==> src/rtl/scl_pkg.sv <==
package scl_pkg;
    typedef enum logic [1:0] {
        PH_IDLE = 2'd0,
        PH_LOW  = 2'd1,
        PH_WAIT = 2'd2,
        PH_HIGH = 2'd3
    } phase_e;

    localparam logic [1:0] SPD_STD  = 2'd1;
    localparam logic [1:0] SPD_FAST = 2'd2;
    localparam logic [1:0] SPD_HS   = 2'd3;
endpackage

==> src/rtl/scl_sync.sv <==
module scl_sync #(
    parameter int STAGES = 2
) (
    input  logic clk,
    input  logic rst_n,
    input  logic d,
    output logic q
);
    logic [STAGES-1:0] pipe;

    generate
        if (STAGES == 1) begin : g_one
            always_ff @(posedge clk or negedge rst_n) begin
                if (!rst_n) pipe <= '1;
                else        pipe <= d;
            end
        end else begin : g_many
            always_ff @(posedge clk or negedge rst_n) begin
                if (!rst_n) pipe <= '1;
                else        pipe <= {pipe[STAGES-2:0], d};
            end
        end
    endgenerate

    assign q = pipe[STAGES-1];
endmodule

==> src/rtl/scl_cfg_latch.sv <==
module scl_cfg_latch
    import scl_pkg::*;
#(
    parameter int CW   = 16,
    parameter int MINC = 6
) (
    input  logic          clk,
    input  logic          rst_n,
    input  logic          capture,
    input  logic [1:0]    speed,
    input  logic [CW-1:0] std_hi,
    input  logic [CW-1:0] std_lo,
    input  logic [CW-1:0] fst_hi,
    input  logic [CW-1:0] fst_lo,
    input  logic [CW-1:0] hs_hi,
    input  logic [CW-1:0] hs_lo,
    input  logic [CW-1:0] hold,
    output logic [CW-1:0] hi_q,
    output logic [CW-1:0] lo_q,
    output logic [CW-1:0] hold_q
);
    localparam logic [CW-1:0] MIN_V = CW'(MINC);

    logic [CW-1:0] sel_hi, sel_lo, hi_c, lo_c, hold_c;

    // pick the pair for the requested speed; code 0 falls back to fast
    always_comb begin
        unique case (speed)
            SPD_STD: begin sel_hi = std_hi; sel_lo = std_lo; end
            SPD_HS:  begin sel_hi = hs_hi;  sel_lo = hs_lo;  end
            default: begin sel_hi = fst_hi; sel_lo = fst_lo; end
        endcase
        hi_c   = (sel_hi < MIN_V) ? MIN_V : sel_hi;
        lo_c   = (sel_lo < MIN_V) ? MIN_V : sel_lo;
        hold_c = (hold > lo_c - 1'b1) ? lo_c - 1'b1 : hold;
    end

    always_ff @(posedge clk or negedge rst_n) begin
        if (!rst_n) begin
            hi_q   <= MIN_V;
            lo_q   <= MIN_V;
            hold_q <= '0;
        end else if (capture) begin
            hi_q   <= hi_c;
            lo_q   <= lo_c;
            hold_q <= hold_c;
        end
    end
endmodule

==> src/rtl/scl_phase_fsm.sv <==
module scl_phase_fsm
    import scl_pkg::*;
#(
    parameter int CW = 16
) (
    input  logic          clk,
    input  logic          rst_n,
    input  logic          enable,
    input  logic          line_hi,
    input  logic [CW-1:0] hi_cnt,
    input  logic [CW-1:0] lo_cnt,
    input  logic [CW-1:0] hold_cnt,
    output logic          scl_o,
    output logic          hi_strobe,
    output logic          lo_strobe,
    output logic          sda_chg,
    output logic          capture,
    output phase_e        state_o
);
    phase_e        st, st_n;
    logic [CW-1:0] cnt, cnt_n;

    always_ff @(posedge clk or negedge rst_n) begin
        if (!rst_n) begin
            st  <= PH_IDLE;
            cnt <= '0;
        end else begin
            st  <= st_n;
            cnt <= cnt_n;
        end
    end

    always_comb begin
        st_n = st;
        unique case (st)
            PH_IDLE: if (enable) st_n = PH_LOW;
            PH_LOW: begin
                if (!enable)                     st_n = PH_IDLE;
                else if (cnt == lo_cnt - 1'b1)   st_n = PH_WAIT;
            end
            PH_WAIT: begin
                if (!enable)                     st_n = PH_IDLE;
                else if (line_hi)                st_n = PH_HIGH;
            end
            PH_HIGH: begin
                if (!enable)                     st_n = PH_IDLE;
                else if (cnt == hi_cnt - 1'b1)   st_n = PH_LOW;
            end
        endcase
        if (st_n != st || st_n == PH_IDLE || st_n == PH_WAIT) cnt_n = '0;
        else                                                  cnt_n = cnt + 1'b1;
    end

    always_comb begin
        scl_o     = (st != PH_LOW);
        lo_strobe = (st == PH_LOW)  && (cnt == '0);
        hi_strobe = (st == PH_HIGH) && (cnt == '0);
        sda_chg   = (st == PH_LOW)  && (cnt == hold_cnt);
        capture   = (st == PH_IDLE);
        state_o   = st;
    end
endmodule

==> src/rtl/scl_phase_gen.sv <==
module scl_phase_gen
    import scl_pkg::*;
#(
    parameter int CNT_W       = 16,
    parameter int MIN_CNT     = 6,
    parameter int SYNC_STAGES = 2
) (
    input  logic             clk,
    input  logic             rst_n,
    input  logic             enable,
    input  logic [1:0]       speed_sel,
    input  logic [CNT_W-1:0] std_hi_cnt,
    input  logic [CNT_W-1:0] std_lo_cnt,
    input  logic [CNT_W-1:0] fst_hi_cnt,
    input  logic [CNT_W-1:0] fst_lo_cnt,
    input  logic [CNT_W-1:0] hs_hi_cnt,
    input  logic [CNT_W-1:0] hs_lo_cnt,
    input  logic [CNT_W-1:0] sda_hold_cnt,
    input  logic             scl_in,
    output logic             scl_o,
    output logic             hi_strobe,
    output logic             lo_strobe,
    output logic             sda_chg
);
    logic             line_hi, capture;
    logic [CNT_W-1:0] sh_hi, sh_lo, sh_hold;
    phase_e           st_q;
    logic [1:0]       st_bits;

    assign st_bits = st_q;

    scl_sync #(.STAGES(SYNC_STAGES)) u_sync (
        .clk(clk), .rst_n(rst_n), .d(scl_in), .q(line_hi)
    );

    scl_cfg_latch #(.CW(CNT_W), .MINC(MIN_CNT)) u_cfg (
        .clk(clk), .rst_n(rst_n), .capture(capture), .speed(speed_sel),
        .std_hi(std_hi_cnt), .std_lo(std_lo_cnt),
        .fst_hi(fst_hi_cnt), .fst_lo(fst_lo_cnt),
        .hs_hi(hs_hi_cnt),   .hs_lo(hs_lo_cnt),
        .hold(sda_hold_cnt),
        .hi_q(sh_hi), .lo_q(sh_lo), .hold_q(sh_hold)
    );

    scl_phase_fsm #(.CW(CNT_W)) u_fsm (
        .clk(clk), .rst_n(rst_n), .enable(enable), .line_hi(line_hi),
        .hi_cnt(sh_hi), .lo_cnt(sh_lo), .hold_cnt(sh_hold),
        .scl_o(scl_o), .hi_strobe(hi_strobe), .lo_strobe(lo_strobe),
        .sda_chg(sda_chg), .capture(capture), .state_o(st_q)
    );
endmodule

==> config.mk <==
export PLATFORM = sky130hd
export DESIGN_NAME = scl_phase_gen
export DESIGN_NICKNAME = d
export VERILOG_FILES = /design/src/rtl/scl_pkg.sv /design/src/rtl/scl_sync.sv /design/src/rtl/scl_cfg_latch.sv /design/src/rtl/scl_phase_fsm.sv /design/src/rtl/scl_phase_gen.sv
export SDC_FILE = /design/constraint.sdc
export NUM_CORES = 1
export LEC_CHECK = 0
export ABC_AREA = 1
export BUFFER_PORTS_ARGS = -buffer_cell sky130_fd_sc_hd__buf_2
export CELL_PAD_IN_SITES_DETAIL_PLACEMENT = 1
export CELL_PAD_IN_SITES_GLOBAL_PLACEMENT = 2
export CORE_ASPECT_RATIO = 0.5
export CORE_MARGIN = 3
export CORE_UTILIZATION = 25
export DETAILED_ROUTE_END_ITERATION = 6
export GPL_TIMING_DRIVEN = 1
export HOLD_SLACK_MARGIN = 0.03
export PLACE_DENSITY_LB_ADDON = 0.08
export REMOVE_ABC_BUFFERS = 1
export SLEW_MARGIN = 20
export SYNTH_ARGS = -nofsm -noshare
export SYNTH_HDL_FRONTEND = slang
export SYNTH_HIERARCHICAL = 1
export SYNTH_SLANG_ARGS = --single-unit
==> constraint.sdc <==
create_clock -name clk -period 3.92 [get_ports clk]
set_input_delay 0.588 -clock clk [delete_from_list [all_inputs] [get_ports clk]]
set_output_delay 0.588 -clock clk [all_outputs]
set_load 0.05 [all_outputs]
## Word-level counts from Yosys, hierarchy flattened

Index checks and enable logic that the tools add are counted.

- Bits in registers: 68
- Input bits: 118
- Output and inout bits: 4
- Logic and storage cells: 46

- Add/sub/neg operators: 4
- Magnitude comparators: 3
- Equal/unequal tests: 11
- Multiplexer cells: 14
- Reductions and logical operators: 8

Operators with widths:

| cell | count |
|---|---|
| 2-to-1 mux 16 bit | 4 |
| case mux 16 bit (2 select lines) | 2 |
| == test 16 bit | 3 |
| subtractor 16 x 1 -> 16 bit (second input constant) | 3 |
| less-than comparator 16 x 3 -> 1 bit (second input constant) | 2 |
| adder 16 x 1 -> 16 bit (second input constant) | 1 |
| > comparator 16 bit | 1 |
| logical NOT 16 bit | 1 |
| 2-to-1 mux 2 bit | 7 |
| == test 2 bit (second input constant) | 4 |
| case mux 2 bit (4 select lines) | 1 |
| == test 2 x 1 -> 1 bit (second input constant) | 2 |
| logical NOT 2 bit | 2 |
| logical AND 1 bit | 3 |
| logical OR 1 bit | 2 |
| != test 2 x 1 -> 1 bit (second input constant) | 1 |
| != test 2 bit | 1 |

## Longest topological paths before layout

- Depth after elaboration: 9
- Mapped depth: 28
- Mapped depth without buffers: 26

## Cells and area by module

Netlist, hierarchy kept.

Modules (own cells, without submodules):

| module | times used | cells an instance | area an instance (µm²) | seq. area each (µm²) |
|---|---|---|---|---|
| scl_cfg_latch | 1 | 529 | 3505.9 | 1206.2 |
| scl_phase_fsm | 1 | 395 | 2477.4 | 450.4 |
| scl_sync | 1 | 2 | 52.6 | 52.6 |

## Least setup slack after synthesis

OpenSTA, ideal clock, no wires.

- Kind: input to register
- Start: input port speed_sel[0]
- End: register u_cfg.hold_q[5]
- Library setup time: 0.124 ns
- Arrival: 3.754 ns
- Data required time: 3.796 ns
- Setup slack: 0.042 ns
- Stages on the path: 22
- Path buffers: 2
- Path through: buf_4 -> or2_2 -> nand3_2 -> nand3_1 -> nor2_1 -> nand2_4 -> nand2_1 -> ha_1 -> nand4_2 -> nor2_1 -> nand3_1 -> and2_1 -> ha_1 -> nand2_1 -> nor2_1 -> nand2_1 -> o21a_1 -> nor2_1 -> clkbuf_1 -> nand3_1 -> o211ai_1 -> nand2_1

- Longest elaborated chain between the ends: 7
- Elaborated cells on any way between the ends: 8
- Classes of those cells: add/sub: 1; order compare: 2; eq/ne: 2; mux: 3

Ends and longest elaborated chain:

| element | line | source |
|---|---|---|
| start, declared | scl_phase_gen.sv:11 | `input logic [1:0] speed_sel,` |
| == test 2 bit or == test 2 x 1 -> 1 bit (tied branches) | scl_cfg_latch.sv:28 | `unique case (speed)` |
| case mux 16 bit (2 select lines) * | scl_cfg_latch.sv:28 |  |
| less-than comparator 16 x 3 -> 1 bit | scl_cfg_latch.sv:34 | `lo_c = (sel_lo < MIN_V) ? MIN_V : sel_lo;` |
| 2-to-1 mux 16 bit * | scl_cfg_latch.sv:34 |  |
| subtractor 16 x 1 -> 16 bit * | scl_cfg_latch.sv:35 | `hold_c = (hold > lo_c - 1'b1) ? lo_c - 1'b1 : hold;` |
| > comparator 16 bit | scl_cfg_latch.sv:35 |  |
| 2-to-1 mux 16 bit * | scl_cfg_latch.sv:35 |  |
| end signal, assigned | scl_cfg_latch.sv:46 | `hold_q <= hold_c;` |
| end, declared | scl_cfg_latch.sv:20 | `output logic [CW-1:0] hold_q` |

Every way passes the cells marked *; elsewhere a longest branch is shown, timed or not.
A chain may end at the register's enable or synchronous reset.

## Worst setup path after layout

- Start: input port speed_sel[0]
- End: register u_cfg.hold_q[6]

The elaborated chain is that of the path after synthesis.

==> flow_summary.toml <==
[outcome]
status = "complete, no violations"

[yosys]
synth-simple-area-share = 0.424
ys_ff_latch = 68
synth_edf_count = 0
synth_area_leaders = "dfrtp_1 26%, nand2_1 17%, nor2_1 7.4%, nand3_1 6.6%, inv_1 5.8%"
synth_fa_ha_area_frac = 0.0435
synth_compound_area_frac = 0.0875
seq_area_frac_synth = 0.283
yosys.cell_types.count = 45
async_flop_share = 1.00
netlist_top_cells_count = "281 x nand2_1, 119 x nor2_1, 93 x inv_1"
synth_warnings = 6
avgSynthCellArea_um2 = 6.52
synth_ff_type = "dfrtp_1"
yosysMostFrequentCell = "nand2_1"
synth_top_family_by_area = "simple AND/OR/NAND/NOR gates"
syn_inst = 926
synth.area.mux_share = 0
synth_top_cell_by_area = "dfrtp_1"
synth_xor_area_frac = 0.0742
netlist_area_mm2 = 0.00604
synthDominantCellAreaShare = 0.257

[timing]
setup_ws_ns = 0.115
setup_tns_ns = 0
worst_pin_slew_ns = 0.732
post-route-period-util = 0.971
hold_violations = 0
fin_worst_skew_ns = 0.00615
relSlewSlack = 0.500
maxSlewViolCount = 0
fmax_mhz = 263
fin_crit_ns = 3.80
finalSetupViolCount = 0

[die]
die_h_um = 116
dieArea_mm2 = 0.0262
die-width_um = 226
core-area_mm2 = 0.0233
io_pins = 122
row_count = 39
start_util = 0.259

[layout]
syn_to_final_growth_pct = 37.8
n_antenna_cell = 0
layout.nets = 1267
fin_cells = 1440
fin_area_mm2 = 0.00832
drive_gt1_frac = 0.318

[critical_path]
reg2reg_from = "u_cfg/lo_q[0]$_DFFE_PN0P_"
startpoint_type = "input port"
crit_end = "u_cfg/hold_q[6]$_DFFE_PN0P_"
rr_endpoint = "u_fsm/cnt[15]$_DFF_PN0_"
worstSetupPathDepth = 27
crit_top_cell = "nor2_4"
crit_buf_inv = 6
crit_fanout = 8
critPathKind = "in2reg"
critPathTopFamily = "simple AND/OR/NAND/NOR gates"
reg2reg_slack_ns = 1.37
required_ns = 4.15
arrival_ns = 4.03
end_kind = "flop"
r2r_cells = 15
critPathSlowestCell = "nor4_4"
cp-startpoint = "speed_sel[0]"
max_stage_delay_ns = 0.35

[cts]
clock_latency_ns = 0.34
cts_buffer_depth = 2
path_clk_slew_ns = 0.06
root_buffer = "clkbuf_16"
cts_buffers = 9
ctsHoldBuffers = 0
cts_tree = "yes"
clock-sinks = 68
htree_num_levels = 3

[route]
drt_iter0_drc = 309
post_drt_wl_per_cell_um = 16.5
post-route-drc-count = 0
dr.pass1.iters = 4
routed_via_density = 4.59
ant_nets = 0
vias = 6615
wirelength_um = 23800

[global_routing]
antenna_found_initial = 0
grt_max_degree = 49
grt_pass1_wl_um = 37000
grt_overflow = 0
grt_pass1_vias = 6847
grtUsageTotal = 0.183

[power_and_ir_drop]
ir_worst_vdd_mv = 0.206
switching_share = 0.459
pwr-share-clk = 0.197
pwr-share-comb = 0.483
p_leak_nw = 4.20
pwr-share-seq = 0.320
internal_power_mw = 2.28
net-switching-power_mw = 1.93
power_density_mw_per_mm2 = 505

[placed_design]
dp_cells = 1409
place_area_mm2 = 0.00753
gp_congestion = 0.803
dpl_worst_slack_ns = -0.498
io_buffers = 121
post-dp-hpwl_um = 19800

[worst_hold_path]
min-delay-path-class = "in2async"

[flow_run]
maxCapViolations = 0
[per-layer routing]
metal,vias up,GRT usage,share of wire
met2,74,0.300,0.45
met3,6,0.0299,0.036
li1,3365,-,-
met1,3170,0.261,0.51
met5,-,0,0
met4,0,0.0203,0.0026
[worst min path at each step]
stage | start | endpoint | slack (ns) | cells after the start
finish | rst_n | u_cfg/hi_q[7]$_DFFE_PN0P_ | 0.21 | 1
global route | rst_n | u_fsm/cnt[1]$_DFF_PN0_ | 0.24 | 1
floorplan | rst_n | u_cfg/hi_q[0]$_DFFE_PN0P_ | 0.29 | 0
CTS | rst_n | u_fsm/state_o[0]$_DFF_PN0_ | 0.22 | 1
global placement | u_sync/pipe[0]$_DFF_PN1_ | u_sync/pipe[1]$_DFF_PN1_ | 0.35 | 0
detailed placement | u_sync/pipe[0]$_DFF_PN1_ | u_sync/pipe[1]$_DFF_PN1_ | 0.35 | 0
[cell families (layout without fill, tap and decap cells)]
logic type / after synthesis / in the layout
DFF: 68 / 68
AOI/OAI and AO/OA: 92 / 92
adders and majority gates: 21 / 21
buffers and inverters: 129 / 335
and+or+nand+nor: 568 / 569
xor gates and xnor gates: 48 / 48
[cells in the final DEF (no fill, tap or decap), types with 10 or more instances in the layout]
cell	netlist	final
ha_1	21	19
dfrtp_1	62	62
xor2_1	39	39
nand2_1	281	268
o22ai_1	12	12
o21ai_0	43	41
nand2_2	3	14
buf_2	7	119
nor2_2	16	26
nand3_2	7	22
clkbuf_16	0	11
nand3_1	79	63
nor2_4	6	16
buf_4	2	84
inv_1	93	92
a21oi_1	17	16
inv_2	10	10
nor2_1	119	100
[flip-flops by register name, summed over array words and instances, names as in the netlist]
| signal | flops |
|---|---|
| u_cfg/lo_q | 16 |
| u_sync/pipe | 2 |
| u_cfg/hi_q | 16 |
| u_fsm/cnt | 16 |
| u_cfg/hold_q | 16 |
| u_fsm/state_o | 2 |
[power groups by stage]
| stage | clock, mW | combinational (mW) | sequential, mW |
|---|---|---|---|
| floorplan | 0 | 1.37 | 1.20 |
| global placement | 0 | 1.91 | 1.36 |
| detailed placement | 0 | 1.96 | 1.36 |
| CTS | 0.859 | 1.98 | 1.35 |
| global route | 0.891 | 2.34 | 1.40 |
| finish | 0.828 | 2.03 | 1.35 |
[layout make-up]
| class | count | area [µm²] |
|---|---|---|
| fillers | 2940 | 15000 |
| clock buffers | 10 | 239 |
| clock inverters | 6 | 63.8 |
| multi-input cells | 730 | 4110 |
| repair buffers | 216 | 1430 |
| inverters | 103 | 392 |
| flip-flops and latches | 68 | 1710 |
| well taps | 307 | 384 |
[metrics by stage]
| stage | power [mW] | hold WS, ns | util |
|---|---|---|---|
| floorplan | 2.56 | 0.292 | - |
| CTS | 4.19 | 0.219 | 0.338 |
| detailed placement | 3.32 | 0.349 | 0.324 |
| global route | 4.63 | 0.242 | 0.357 |
| finish | 4.21 | 0.214 | 0.357 |
| global placement | 3.27 | 0.347 | 0.324 |
[timing repair]
item | CTS | global route
setup buffers | 0 | 11
gates resized for setup | 8 | 80
endpoints found under the hold margin | 0 | 0
pin swaps | 1 | 37
cloned | 1 | 3
endpoints found under the setup margin | 16 | 16
(Power assumes the default switching activity.)
